[config.mk]
export PLATFORM = sky130hd
export DESIGN_NAME = uart_os_rx
export DESIGN_NICKNAME = d
export VERILOG_FILES = /design/src/rtl/uart_os_rx_pkg.sv /design/src/rtl/uart_os_baud.sv /design/src/rtl/uart_os_frame.sv /design/src/rtl/uart_os_hold.sv /design/src/rtl/uart_os_rx.sv
export SDC_FILE = /design/constraint.sdc
export NUM_CORES = 1
export LEC_CHECK = 0
export BUFFER_PORTS_ARGS = -buffer_cell sky130_fd_sc_hd__clkbuf_2
export CORE_UTILIZATION = 55
export CTS_CLUSTER_SIZE = 40
export DETAILED_ROUTE_END_ITERATION = 8
export GPL_TIMING_DRIVEN = 1
export PLACE_DENSITY = 0.76
export SLEW_MARGIN = 20
export SYNTH_ARGS = -nofsm -noshare
export SYNTH_HDL_FRONTEND = slang
export SYNTH_SLANG_ARGS = --single-unit
[constraint.sdc]
create_clock -name clk_i -period 2.7 [get_ports clk_i]
set_input_delay 0.135 -clock clk_i [delete_from_list [all_inputs] [get_ports clk_i]]
set_output_delay 0.135 -clock clk_i [all_outputs]
set_load 0.03 [all_outputs]
[src/rtl/uart_os_rx_pkg.sv]
package uart_os_rx_pkg;
  localparam int unsigned OVS      = 16;
  localparam int unsigned PH_W     = $clog2(OVS);
  localparam int unsigned SLOW_DIV = 4;
  localparam logic [PH_W-1:0] PH_QUAL = PH_W'(3);
  localparam logic [PH_W-1:0] PH_V0   = PH_W'(OVS/2 - 1);
  localparam logic [PH_W-1:0] PH_V1   = PH_W'(OVS/2);
  localparam logic [PH_W-1:0] PH_V2   = PH_W'(OVS/2 + 1);
  localparam logic [PH_W-1:0] PH_LAST = PH_W'(OVS - 1);

  typedef enum logic [1:0] {ST_IDLE, ST_START, ST_DATA, ST_STOP} rx_state_e;
endpackage

[src/rtl/uart_os_baud.sv]
module uart_os_baud
  import uart_os_rx_pkg::*;
#(
  parameter int unsigned RATE_W = 8
) (
  input  logic              clk_i,
  input  logic              rst_ni,
  input  logic              en_i,
  input  logic [RATE_W-1:0] rate_i,
  input  logic              fast_i,
  output logic              tick_o
);
  localparam int unsigned PRE_W = $clog2(SLOW_DIV);

  logic [RATE_W-1:0] cnt_q;
  logic [PRE_W-1:0]  pre_q;
  logic              base;

  assign base   = en_i && (cnt_q >= rate_i);
  assign tick_o = base && (fast_i || pre_q == PRE_W'(SLOW_DIV - 1));

  always_ff @(posedge clk_i or negedge rst_ni) begin
    if (!rst_ni) begin
      cnt_q <= '0;
      pre_q <= '0;
    end else if (!en_i) begin
      cnt_q <= '0;
      pre_q <= '0;
    end else begin
      cnt_q <= base ? '0 : cnt_q + 1'b1;
      if (base) pre_q <= pre_q + 1'b1;
    end
  end
endmodule

[src/rtl/uart_os_frame.sv]
module uart_os_frame
  import uart_os_rx_pkg::*;
#(
  parameter int unsigned DATA_W  = 8,
  localparam int unsigned FRAME_W = DATA_W + 1,
  localparam int unsigned IDX_W   = $clog2(FRAME_W)
) (
  input  logic               clk_i,
  input  logic               rst_ni,
  input  logic               en_i,
  input  logic               tick_i,
  input  logic               rx_i,
  input  logic               nine_bit_i,
  output logic               done_o,
  output logic [FRAME_W-1:0] word_o,
  output logic               stop_ok_o,
  output logic               busy_o
);
  rx_state_e         state_q;
  logic [1:0]        sync_q;
  logic [PH_W-1:0]   phase_q;
  logic [IDX_W-1:0]  idx_q;
  logic [1:0]        ones_q;
  logic              prev_hi_q;
  logic              rx_s;
  logic              vote;
  logic [IDX_W-1:0]  last_idx;

  assign rx_s     = sync_q[1];
  assign vote     = (ones_q + {1'b0, rx_s}) >= 2'd2;
  assign last_idx = nine_bit_i ? IDX_W'(DATA_W) : IDX_W'(DATA_W - 1);
  assign busy_o   = state_q != ST_IDLE;

  always_ff @(posedge clk_i or negedge rst_ni) begin
    if (!rst_ni) begin
      sync_q    <= 2'b11;
      state_q   <= ST_IDLE;
      phase_q   <= '0;
      idx_q     <= '0;
      ones_q    <= '0;
      prev_hi_q <= 1'b0;
      word_o    <= '0;
      done_o    <= 1'b0;
      stop_ok_o <= 1'b0;
    end else begin
      sync_q <= {sync_q[0], rx_i};
      done_o <= 1'b0;
      if (!en_i) begin
        state_q   <= ST_IDLE;
        prev_hi_q <= 1'b0;
      end else if (tick_i) begin
        prev_hi_q <= rx_s;
        phase_q   <= phase_q + 1'b1;
        if (phase_q == PH_V0)      ones_q <= {1'b0, rx_s};
        else if (phase_q == PH_V1) ones_q <= ones_q + {1'b0, rx_s};
        unique case (state_q)
          ST_IDLE: begin
            phase_q <= PH_W'(1);
            if (!rx_s && prev_hi_q) begin
              state_q <= ST_START;
              idx_q   <= '0;
              word_o  <= '0;
            end
          end
          ST_START: begin
            // three low samples in a row qualify the start edge
            if (phase_q < PH_QUAL && rx_s)  state_q <= ST_IDLE;
            else if (phase_q == PH_LAST)    state_q <= ST_DATA;
          end
          ST_DATA: begin
            if (phase_q == PH_V2) word_o[idx_q] <= vote;
            if (phase_q == PH_LAST) begin
              if (idx_q == last_idx) state_q <= ST_STOP;
              else                   idx_q   <= idx_q + 1'b1;
            end
          end
          ST_STOP: begin
            if (phase_q == PH_V2) begin
              done_o    <= 1'b1;
              stop_ok_o <= vote;
              state_q   <= ST_IDLE;
            end
          end
          default: state_q <= ST_IDLE;
        endcase
      end
    end
  end
endmodule

[src/rtl/uart_os_hold.sv]
module uart_os_hold #(
  parameter int unsigned DATA_W  = 8,
  localparam int unsigned FRAME_W = DATA_W + 1
) (
  input  logic               clk_i,
  input  logic               rst_ni,
  input  logic               done_i,
  input  logic [FRAME_W-1:0] word_i,
  input  logic               stop_ok_i,
  input  logic               nine_bit_i,
  input  logic               addr_det_i,
  input  logic               rd_i,
  input  logic               clr_err_i,
  output logic [FRAME_W-1:0] word_o,
  output logic               ready_o,
  output logic               frame_err_o,
  output logic               overrun_o
);
  logic drop_addr, accept, free, load;

  assign drop_addr = addr_det_i && nine_bit_i && !word_i[FRAME_W-1];
  assign accept    = done_i && !drop_addr;
  assign free      = !ready_o || rd_i;
  assign load      = accept && !overrun_o && free;

  always_ff @(posedge clk_i or negedge rst_ni) begin
    if (!rst_ni) begin
      word_o      <= '0;
      ready_o     <= 1'b0;
      frame_err_o <= 1'b0;
      overrun_o   <= 1'b0;
    end else begin
      if (load) word_o <= word_i;

      if (load)      ready_o <= 1'b1;
      else if (rd_i) ready_o <= 1'b0;

      if (accept && !stop_ok_i) frame_err_o <= 1'b1;
      else if (clr_err_i)       frame_err_o <= 1'b0;

      if (accept && !overrun_o && !free) overrun_o <= 1'b1;
      else if (clr_err_i)                overrun_o <= 1'b0;
    end
  end
endmodule

[src/rtl/uart_os_rx.sv]
module uart_os_rx
  import uart_os_rx_pkg::*;
#(
  parameter int unsigned RATE_W = 8,
  parameter int unsigned DATA_W = 8
) (
  input  logic              clk_i,
  input  logic              rst_ni,
  input  logic              rx_en_i,
  input  logic              rx_i,
  input  logic [RATE_W-1:0] rate_i,
  input  logic              fast_i,
  input  logic              nine_bit_i,
  input  logic              addr_det_i,
  input  logic              rd_i,
  input  logic              clr_err_i,
  output logic [DATA_W-1:0] data_o,
  output logic              bit9_o,
  output logic              ready_o,
  output logic              frame_err_o,
  output logic              overrun_o
);
  localparam int unsigned FRAME_W = DATA_W + 1;

  logic               tick;
  logic               frm_done;
  logic               frm_stop_ok;
  logic               frm_busy;
  logic [FRAME_W-1:0] frm_word;
  logic [FRAME_W-1:0] held_word;

  uart_os_baud #(.RATE_W(RATE_W)) u_baud (
    .clk_i  (clk_i),
    .rst_ni (rst_ni),
    .en_i   (rx_en_i),
    .rate_i (rate_i),
    .fast_i (fast_i),
    .tick_o (tick)
  );

  uart_os_frame #(.DATA_W(DATA_W)) u_frame (
    .clk_i      (clk_i),
    .rst_ni     (rst_ni),
    .en_i       (rx_en_i),
    .tick_i     (tick),
    .rx_i       (rx_i),
    .nine_bit_i (nine_bit_i),
    .done_o     (frm_done),
    .word_o     (frm_word),
    .stop_ok_o  (frm_stop_ok),
    .busy_o     (frm_busy)
  );

  uart_os_hold #(.DATA_W(DATA_W)) u_hold (
    .clk_i       (clk_i),
    .rst_ni      (rst_ni),
    .done_i      (frm_done),
    .word_i      (frm_word),
    .stop_ok_i   (frm_stop_ok),
    .nine_bit_i  (nine_bit_i),
    .addr_det_i  (addr_det_i),
    .rd_i        (rd_i),
    .clr_err_i   (clr_err_i),
    .word_o      (held_word),
    .ready_o     (ready_o),
    .frame_err_o (frame_err_o),
    .overrun_o   (overrun_o)
  );

  assign data_o = held_word[DATA_W-1:0];
  assign bit9_o = held_word[DATA_W];
endmodule

==> results.toml, run 1 <==
[run_status]
status = "finished clean"

[route]
drt_iter0_drc = 103
firstDrtPassIters = 5
wirelength_um = 4990
routedWlPerCell_um = 14.0
vias_per_cell = 5.63
drc = 0
postRouteAntennaNets = 0
num_vias = 2011

[timing]
max_slew_margin_pct = 42.0
finalSetupTns_ps = 0
tightest_slew_ps = 870
rsz0062_at_grt = "false"
fin_worst_skew_ps = 13.5
hold_ws_ps = 27.6
fmax_mhz = 409
finalMaxSlewViolations = 0
hold_violations = 0
setup_viol_count_final = 0
fin_crit_sh_pct = 90.5
finalWorstPathRequiredPeriod_ps = 2440

[logic_synthesis]
synth_nets = 304
synthCells = 269
seq_area_frac_synth_pct = 46.8
synth_top_area_cell = "dfrtp_1"
syn-cell-area_mm2 = 0.00257
yosys-top-cells-area = "dfrtp_1 (45%), ha_1 (8.8%), nand2_1 (5.8%)"
synth_edf_count = 0
ys.warnings.count = 0
yosysUniqueCellTypes = 41
ys_ff_latch = 48
synth_top_area_share_pct = 44.8
ys.flop_type = "dfrtp_1"
avgSynthCellArea_um2 = 9.56
ys_async_sr_fraction_pct = 100

[floorplan]
dieArea_mm2 = 0.00495
die_y_um = 70.4
io_pins = 29
start_util_pct = 58.2
die_width_um = 70.4
num_rows = 24
core_area_mm2 = 0.00441

[setup_path]
cpMaxStageDelayCell = "dfrtp_1"
critPathLaunchType = "register"
path_class = "register to register"
required_ps = 2900
end_kind = "register"
crit_buf_inv = 2
cp.arrival_ps = 2640
r2r_cells = 9
crit_family = "compound AO/OA/AOI/OAI gates"
timing.critical_path.fanout_max = 15
cp.depth = 9
critPathMaxStageDelay_ps = 440
critical_path.cell_chain = "ha_1 -> and3_1 -> o21ai_2 -> a311oi_4 -> o211ai_2 -> buf_4 -> buf_4 -> o21ai_0 -> o21ai_0"

[clock_tree]
cts_resized = 0
htreeDepth = 2
post-cts-setup-buffers = 0
cts_buffer_depth = 2
cts.sinks = 48
clk_latency_ps = 310
cts_tree = "done"
cts_buffers = 5
cts_root_buf = "clkbuf_8"
postCtsHoldBufs = 2
clk_pin_slew_ps = 100

[placed_design]
dpl.hpwl_um = 3660
dp.cells = 347
io_buffers = 28
gp_congestion = 0.919
placed_cell_area_mm2 = 0.00279

[hold_path]
min_path_cells = 2
hold_class = "primary input to register"

[pwr]
pwr_density_cell_mw_per_mm2 = 464
p_leak_nw = 1.41
ir_drop_v = 0.000362

[grt]
grt_pass1_vias = 1975
grt_max_degree = 37
gr-total-overflow = 0
grt_usage_pct = 22.7
antenna_found_initial = 0
grt_first_pass_wirelength_um = 8850

[final_layout]
instances_no_fill = 357
n_antenna_cell = 0
nNetsFinal = 339
drive_gt1_share_pct = 18.7
postLayoutCellArea_mm2 = 0.00293
fillerInstances = 367
syn2layout_area_growth_pct = 13.9

[job]
cap_violations = 0
==> power by group <==
part / total, mW / leakage (nW) / internal [mW] / switching, mW
logic: 0.0826 / 0.728 / 0.0347 / 0.0480
registers: 0.741 / 0.624 / 0.730 / 0.0119
clock network: 0.536 / 0.0583 / 0.279 / 0.257
total: 1.36 / 1.41 / 1.04 / 0.317
==> cell usage after synthesis, drive strengths merged, types with 4 or more instances <==
library cell	instances
nor2b	5
a21oi	9
nand3	17
mux2	7
nand2	40
ha	18
nor2	14
o21ai	26
dfrtp	46
and3	4
a21boi	4
nand2b	4
inv	19
clkbuf	8
xor2	5
==> worst paths after layout <==
| path | from | end | slack (ps) |
|---|---|---|---|
| min reg2reg | u_frame.sync_q[0] | u_frame.sync_q[1] | 360 |
| max in group asynchronous | rst_ni | u_frame.sync_q[0] | 1510 |
| max reg2reg | u_baud.cnt_q[2] | u_frame.word_o[2] | 260 |
| max | u_baud.cnt_q[2] | u_frame.word_o[2] | 260 |
| min | clr_err_i | u_hold.frame_err_o | 30 |
| min in group asynchronous | rst_ni | u_hold.word_o[2] | 460 |
==> metrics by stage <==
step	power [mW]	setup slack [ps]	utilization (%)
6_report	1.36	257	66.3
5_1_grt	1.42	104	66.3
4_1_cts	1.38	248	66.3
3_5_place_dp	0.837	263	63.2
3_3_place_gp	0.834	355	63.2
2_1_floorplan	0.795	584	-
==> cell families (layout without fill, tap and decap cells) <==
kind of cell | after synthesis | count (layout) | share of synthesized area [%]
AO/OA/AOI/OAI | 60 | 60 | 15.6
AND/OR/NAND/NOR | 100 | 100 | 18.7
buffers and inverters | 27 | 63 | 3.94
XOR/XNOR | 8 | 8 | 2.73
multiplexers | 8 | 8 | 3.46
adder cells (fa/ha/maj) | 18 | 18 | 8.76
flip-flops | 48 | 48 | 46.8
==> flip-flops by register name, summed over array words and instances, names as in the netlist, 2 cells and up <==
signal and cells:
u_frame.ones_q 2, u_frame.word_o 9, u_frame.idx_q 4, u_baud.pre_q 2, u_baud.cnt_q 8, u_frame.phase_q 4
u_frame.state_q 2, u_hold.word_o 9, u_frame.sync_q 2
==> placed cells by master, fill, tap and decap left out, types with 5 or more instances in the layout <==
cell / n
clkbuf_8: 5
xor2_1: 5
nand3_1: 17
clkbuf_2: 28
a21oi_1: 9
nand2_1: 40
buf_4: 6
ha_1: 18
dfrtp_1: 46
inv_1: 19
nor2b_1: 5
o21ai_0: 24
mux2_2: 7
nor2_1: 14
==> cell type report <==
| class | instances | area, um^2 | area share, % |
|---|---|---|---|
| clock buffer | 5 | 68.8 | 2.35 |
| sequential | 48 | 1200 | 41.1 |
| multi-input combinational | 194 | 1270 | 43.2 |
| tap | 52 | 65.1 | 2.22 |
| timing repair buffer | 36 | 205 | 7.01 |
| inverter | 19 | 71.3 | 2.44 |
| clock inverter | 3 | 47.5 | 1.62 |
==> metal layers <==
layer / wire length (um) / vias to the layer above / GRT usage (%)
li1: - / 1013 / -
met4: 84 / 0 / 9.11
met5: 0 / - / 0
met3: 232 / 9 / 4.33
met2: 2250 / 58 / 35.6
met1: 2420 / 931 / 31.0
==> worst reg2reg max path, stage by stage (launching register included) <==
cell and delay (ps):
dfrtp_1 440, ha_1 310, and3_1 170, o21ai_2 70, a311oi_4 360, o211ai_2 320
buf_4 260, buf_4 150, o21ai_0 140, o21ai_0 100
No activity file was read; power rests on OpenSTA's default activity.
==> inputs of run 2 (changes only) <==
Settings changed: CORE_UTILIZATION 55 to 58, PLACE_DENSITY 0.76 to 0.79.
==> results.toml, run 2 (synthesized netlist as in run 1, its figures left out) <==
[clock_tree]
clk_latency_ps = 310
cts.sinks = 48
cts_root_buf = "clkbuf_8"
htreeDepth = 2
cts_tree = "done"
post-cts-setup-buffers = 0
cts_buffers = 5
cts_buffer_depth = 2
clk_pin_slew_ps = 100
cts_resized = 0

[setup_path]
cp.arrival_ps = 2610
timing.critical_path.fanout_max = 18
critPathLaunchType = "register"
crit_family = "compound AO/OA/AOI/OAI gates"
crit_buf_inv = 0
cpMaxStageDelayCell = "dfrtp_1"
timing.critical_path.mode_cell = "o21ai_2"
required_ps = 2910
r2r_slack_ps = 300
end_kind = "register"
critical_path.cell_chain = "ha_1 -> and3_1 -> o21ai_2 -> a311oi_4 -> o21ai_2 -> nor3_2 -> mux2_2"
path_class = "register to register"
critPathMaxStageDelay_ps = 440

[timing]
max_slew_margin_pct = 54.2
rsz0062_at_grt = "false"
fin_worst_skew_ps = 11.3
finalWorstPathRequiredPeriod_ps = 2400
finalSetupTns_ps = 0
hold_ws_ps = 46.5
setup_viol_count_final = 0
tightest_slew_ps = 687
fmax_mhz = 416
fin_crit_sh_pct = 89.0
hold_violations = 0
finalMaxSlewViolations = 0

[placed_design]
placed_cell_area_mm2 = 0.00277
dpl.hpwl_um = 3460
dp.cells = 342
io_buffers = 28
gp_congestion = 0.855

[route]
routedWlPerCell_um = 13.5
drc = 0
vias_per_cell = 5.67
postRouteAntennaNets = 0
wirelength_um = 4740
num_vias = 1996
drt_iter0_drc = 145
firstDrtPassIters = 4

[floorplan]
die_y_um = 68.6
die_width_um = 68.6
core_area_mm2 = 0.00412
num_rows = 23
dieArea_mm2 = 0.00470
io_pins = 29
start_util_pct = 62.5

[final_layout]
layout_commonest_cell = "dfrtp_1"
postLayoutCellArea_mm2 = 0.00290
drive_gt1_share_pct = 17.9
instances_no_fill = 352
reg_top3 = "u_frame.word_o x9, u_hold.word_o x9, u_baud.cnt_q x8"
nNetsFinal = 336
n_antenna_cell = 0
syn2layout_area_growth_pct = 12.9
final_cell_mix = "dfrtp_1 (46), nand2_1 (40), clkbuf_2 (28), o21ai_0 (24), inv_1 (19)"

[job]
cap_violations = 0

[pwr]
p_leak_nw = 1.40
pwr_density_cell_mw_per_mm2 = 468
ir_drop_v = 0.000345
p_total_mw = 1.36

[grt]
gr-total-overflow = 0
grt_pass1_vias = 1760
grt_usage_pct = 22.8
antenna_found_initial = 0
grt_first_pass_wirelength_um = 7780
grt_max_degree = 29

[hold_path]
hold_class = "primary input to register"

[run_status]
status = "finished clean"
[run 2: path summary, 6_finish.rpt]
| path | startpoint | to | cells after the start |
|---|---|---|---|
| hold reg to reg | u_frame.sync_q[0] | u_frame.sync_q[1] | 0 |
| setup reg to reg | u_baud.cnt_q[2] | u_frame.stop_ok_o | 7 |
| hold / removal | clr_err_i | u_hold.frame_err_o | 2 |
| max in group asynchronous | rst_ni | u_frame.state_q[0] | 3 |
| setup / recovery | u_baud.cnt_q[2] | u_frame.stop_ok_o | 7 |
| min in group asynchronous | rst_ni | u_frame.idx_q[1] | 2 |
[run 2: stage by stage]
| stage | worst slack, ps | utilization, % |
|---|---|---|
| 3_3_place_gp | 389 | 67.2 |
| 3_5_place_dp | 309 | 67.2 |
| 5_1_grt | 145 | 70.5 |
| 4_1_cts | 300 | 70.5 |
| 2_1_floorplan | 584 | - |
| 6_report | 297 | 70.5 |
[run 2: per-layer routing]
metal	vias up	GRT usage [%]	wire [um]
met3	5	5.92	132
met2	34	36.5	2180
met4	0	8.07	65
li1	1009	-	-
met1	948	29.8	2360
met5	-	0	0
[run 2: layout make-up]
type	instances	area (um^2)
fillers	324	1210
clock inverters	3	47.5
flip-flops and latches	48	1200
clock buffers	5	68.8
repair buffers	33	183
well taps	50	62.6
inverters	19	71.3
multi-input cells	194	1270
[run 2: what timing repair did]
action	CTS	global route
hold buffers	2	0
hold endpoints to repair	26	0
setup endpoints to repair	0	0
[run 2: worst reg2reg max path, stage by stage (launching register included)]
cell	delay, ps
dfrtp_1	440
ha_1	310
and3_1	170
o21ai_2	70
a311oi_4	370
o21ai_2	260
nor3_2	320
mux2_2	360
[run 2: report_power, final]
group	switching [mW]	internal, mW
combinational	0.0489	0.0343
sequential	0.0115	0.729
clock	0.256	0.279
total	0.316	1.04
==> inputs of run 3 (changes only) <==
Settings changed: CTS_BUF_LIST from default to sky130_fd_sc_hd__clkbuf_16, RECOVER_POWER from default to 50.
==> results.toml, run 3 (synthesized netlist as in run 1, its figures left out) <==
[setup_path]
end_kind = "register"
r2r-start = "u_baud.cnt_q[2]"
path_class = "register to register"
timing.critical_path.fanout_max = 18
startpoint = "u_baud.cnt_q[2]"
cp.arrival_ps = 2580
critPathLaunchType = "register"
required_ps = 2880

[final_layout]
postLayoutCellArea_mm2 = 0.00294
n_antenna_cell = 0
reg_top3 = "u_frame.word_o x9, u_hold.word_o x9, u_baud.cnt_q x8"
instances_no_fill = 352
final_core_util_pct = 71.5
layout_commonest_cell = "dfrtp_1"
final_cell_mix = "dfrtp_1 (46), nand2_1 (40), o21ai_0 (24), inv_1 (19), ha_1 (18)"
syn2layout_area_growth_pct = 14.4
fillerInstances = 311
nNetsFinal = 336
drive_gt1_share_pct = 13.6

[clock_tree]
clk_pin_slew_ps = 70
htreeDepth = 2
clk_latency_ps = 290
cts_buffers = 5
cts_buffer_depth = 2
cts.sinks = 48
post-cts-setup-buffers = 0
cts_tree = "done"
cts_root_buf = "clkbuf_16"

[route]
postRouteAntennaNets = 0
vias_per_cell = 5.67
routedWlPerCell_um = 13.5
wirelength_um = 4760
firstDrtPassIters = 4
drc = 0
drt_iter0_drc = 162
num_vias = 1995

[placed_design]
placed_cell_area_mm2 = 0.00277
dp.cells = 342
dpl.hpwl_um = 3460
io_buffers = 28
gp_congestion = 0.855

[grt]
grt_pass1_vias = 1769
grt_max_degree = 29
gr-total-overflow = 0
grt_first_pass_wirelength_um = 7800
antenna_found_initial = 0
grt_usage_pct = 22.6

[floorplan]
io_pins = 29
dieArea_mm2 = 0.00470
num_rows = 23
core_area_mm2 = 0.00412
die_y_um = 68.6
start_util_pct = 62.5
die_width_um = 68.6

[timing]
finalSetupTns_ps = 0
fmax_mhz = 416
finalMaxSlewViolations = 0
rsz0062_at_grt = "false"
setup_viol_count_final = 0
tightest_slew_ps = 1490
max_slew_margin_pct = 0.660
finalWorstPathRequiredPeriod_ps = 2410
fin_worst_skew_ps = 7.63
fin_crit_sh_pct = 89.1
hold_violations = 0

[hold_path]
hold_class = "primary input to register"
worstHoldStart = "clr_err_i"

[pwr]
pwr_density_cell_mw_per_mm2 = 521
p_leak_nw = 1.38
ir_drop_v = 0.000304

[run_status]
status = "finished clean"

[job]
cap_violations = 0
## run 3: cell types whose count changed in the layout (fill, tap and decap cells not counted)
cell / previous run / this run
clkbuf_8: 5 / 0
clkbuf_16: 0 / 5
clkbuf_2: 28 / 16
clkbuf_1: 0 / 13
buf_4: 3 / 2
## run 3: critical path, stage by stage (launching register included)
cell	delay, ps
dfrtp_1	430
ha_1	310
and3_1	170
o21ai_2	70
a311oi_4	370
o21ai_2	270
nor3_2	320
mux2_2	360
## run 3: what timing repair did
item / CTS / global route
hold endpoints to repair: 26 / 0
hold buffers: 2 / 0
gates resized for setup: 0 / 0
## run 3: worst paths after layout
kind                                       to  slack [ps]  cells past startpoint
max                         u_frame.stop_ok_o         290                      7
min                        u_hold.frame_err_o          80                      2
max reg2reg                 u_frame.stop_ok_o         290                      7
min reg2reg                 u_frame.sync_q[1]         360                      0
max in group asynchronous  u_frame.state_q[0]         720                      3
min in group asynchronous    u_frame.idx_q[1]         740                      2
## run 3: per-layer routing
metal  GRT usage (%)  routed length, um
met3            4.44                188
met1            29.6               2260
met4            7.03                 31
met2            37.6               2280
met5               0                  0
## run 3: metrics by stage
stage	hold slack [ps]	total power [mW]	worst slack, ps
finish	78.7	1.53	294
global route	70.9	1.59	139
CTS	70.0	1.55	295
detailed placement	212	0.838	309
global placement	202	0.834	389
floorplan	-161	0.795	584
## run 3: final cells by class
| class | instances | area [um^2] | area share [%] |
|---|---|---|---|
| repair buffers | 33 | 164 | 5.57 |
| well taps | 50 | 62.6 | 2.13 |
| multi-input cells | 194 | 1270 | 43.1 |
| clock inverters | 3 | 47.5 | 1.62 |
| inverters | 19 | 71.3 | 2.43 |
| flip-flops and latches | 48 | 1200 | 40.9 |
| clock buffers | 5 | 125 | 4.26 |
## run 3: power breakdown
group | internal [mW] | leakage (nW) | switching [mW] | total (mW)
logic | 0.0338 | 0.668 | 0.0493 | 0.0831
clock network | 0.440 | 0.0840 | 0.268 | 0.707
registers | 0.730 | 0.624 | 0.0116 | 0.742
total | 1.20 | 1.38 | 0.329 | 1.53
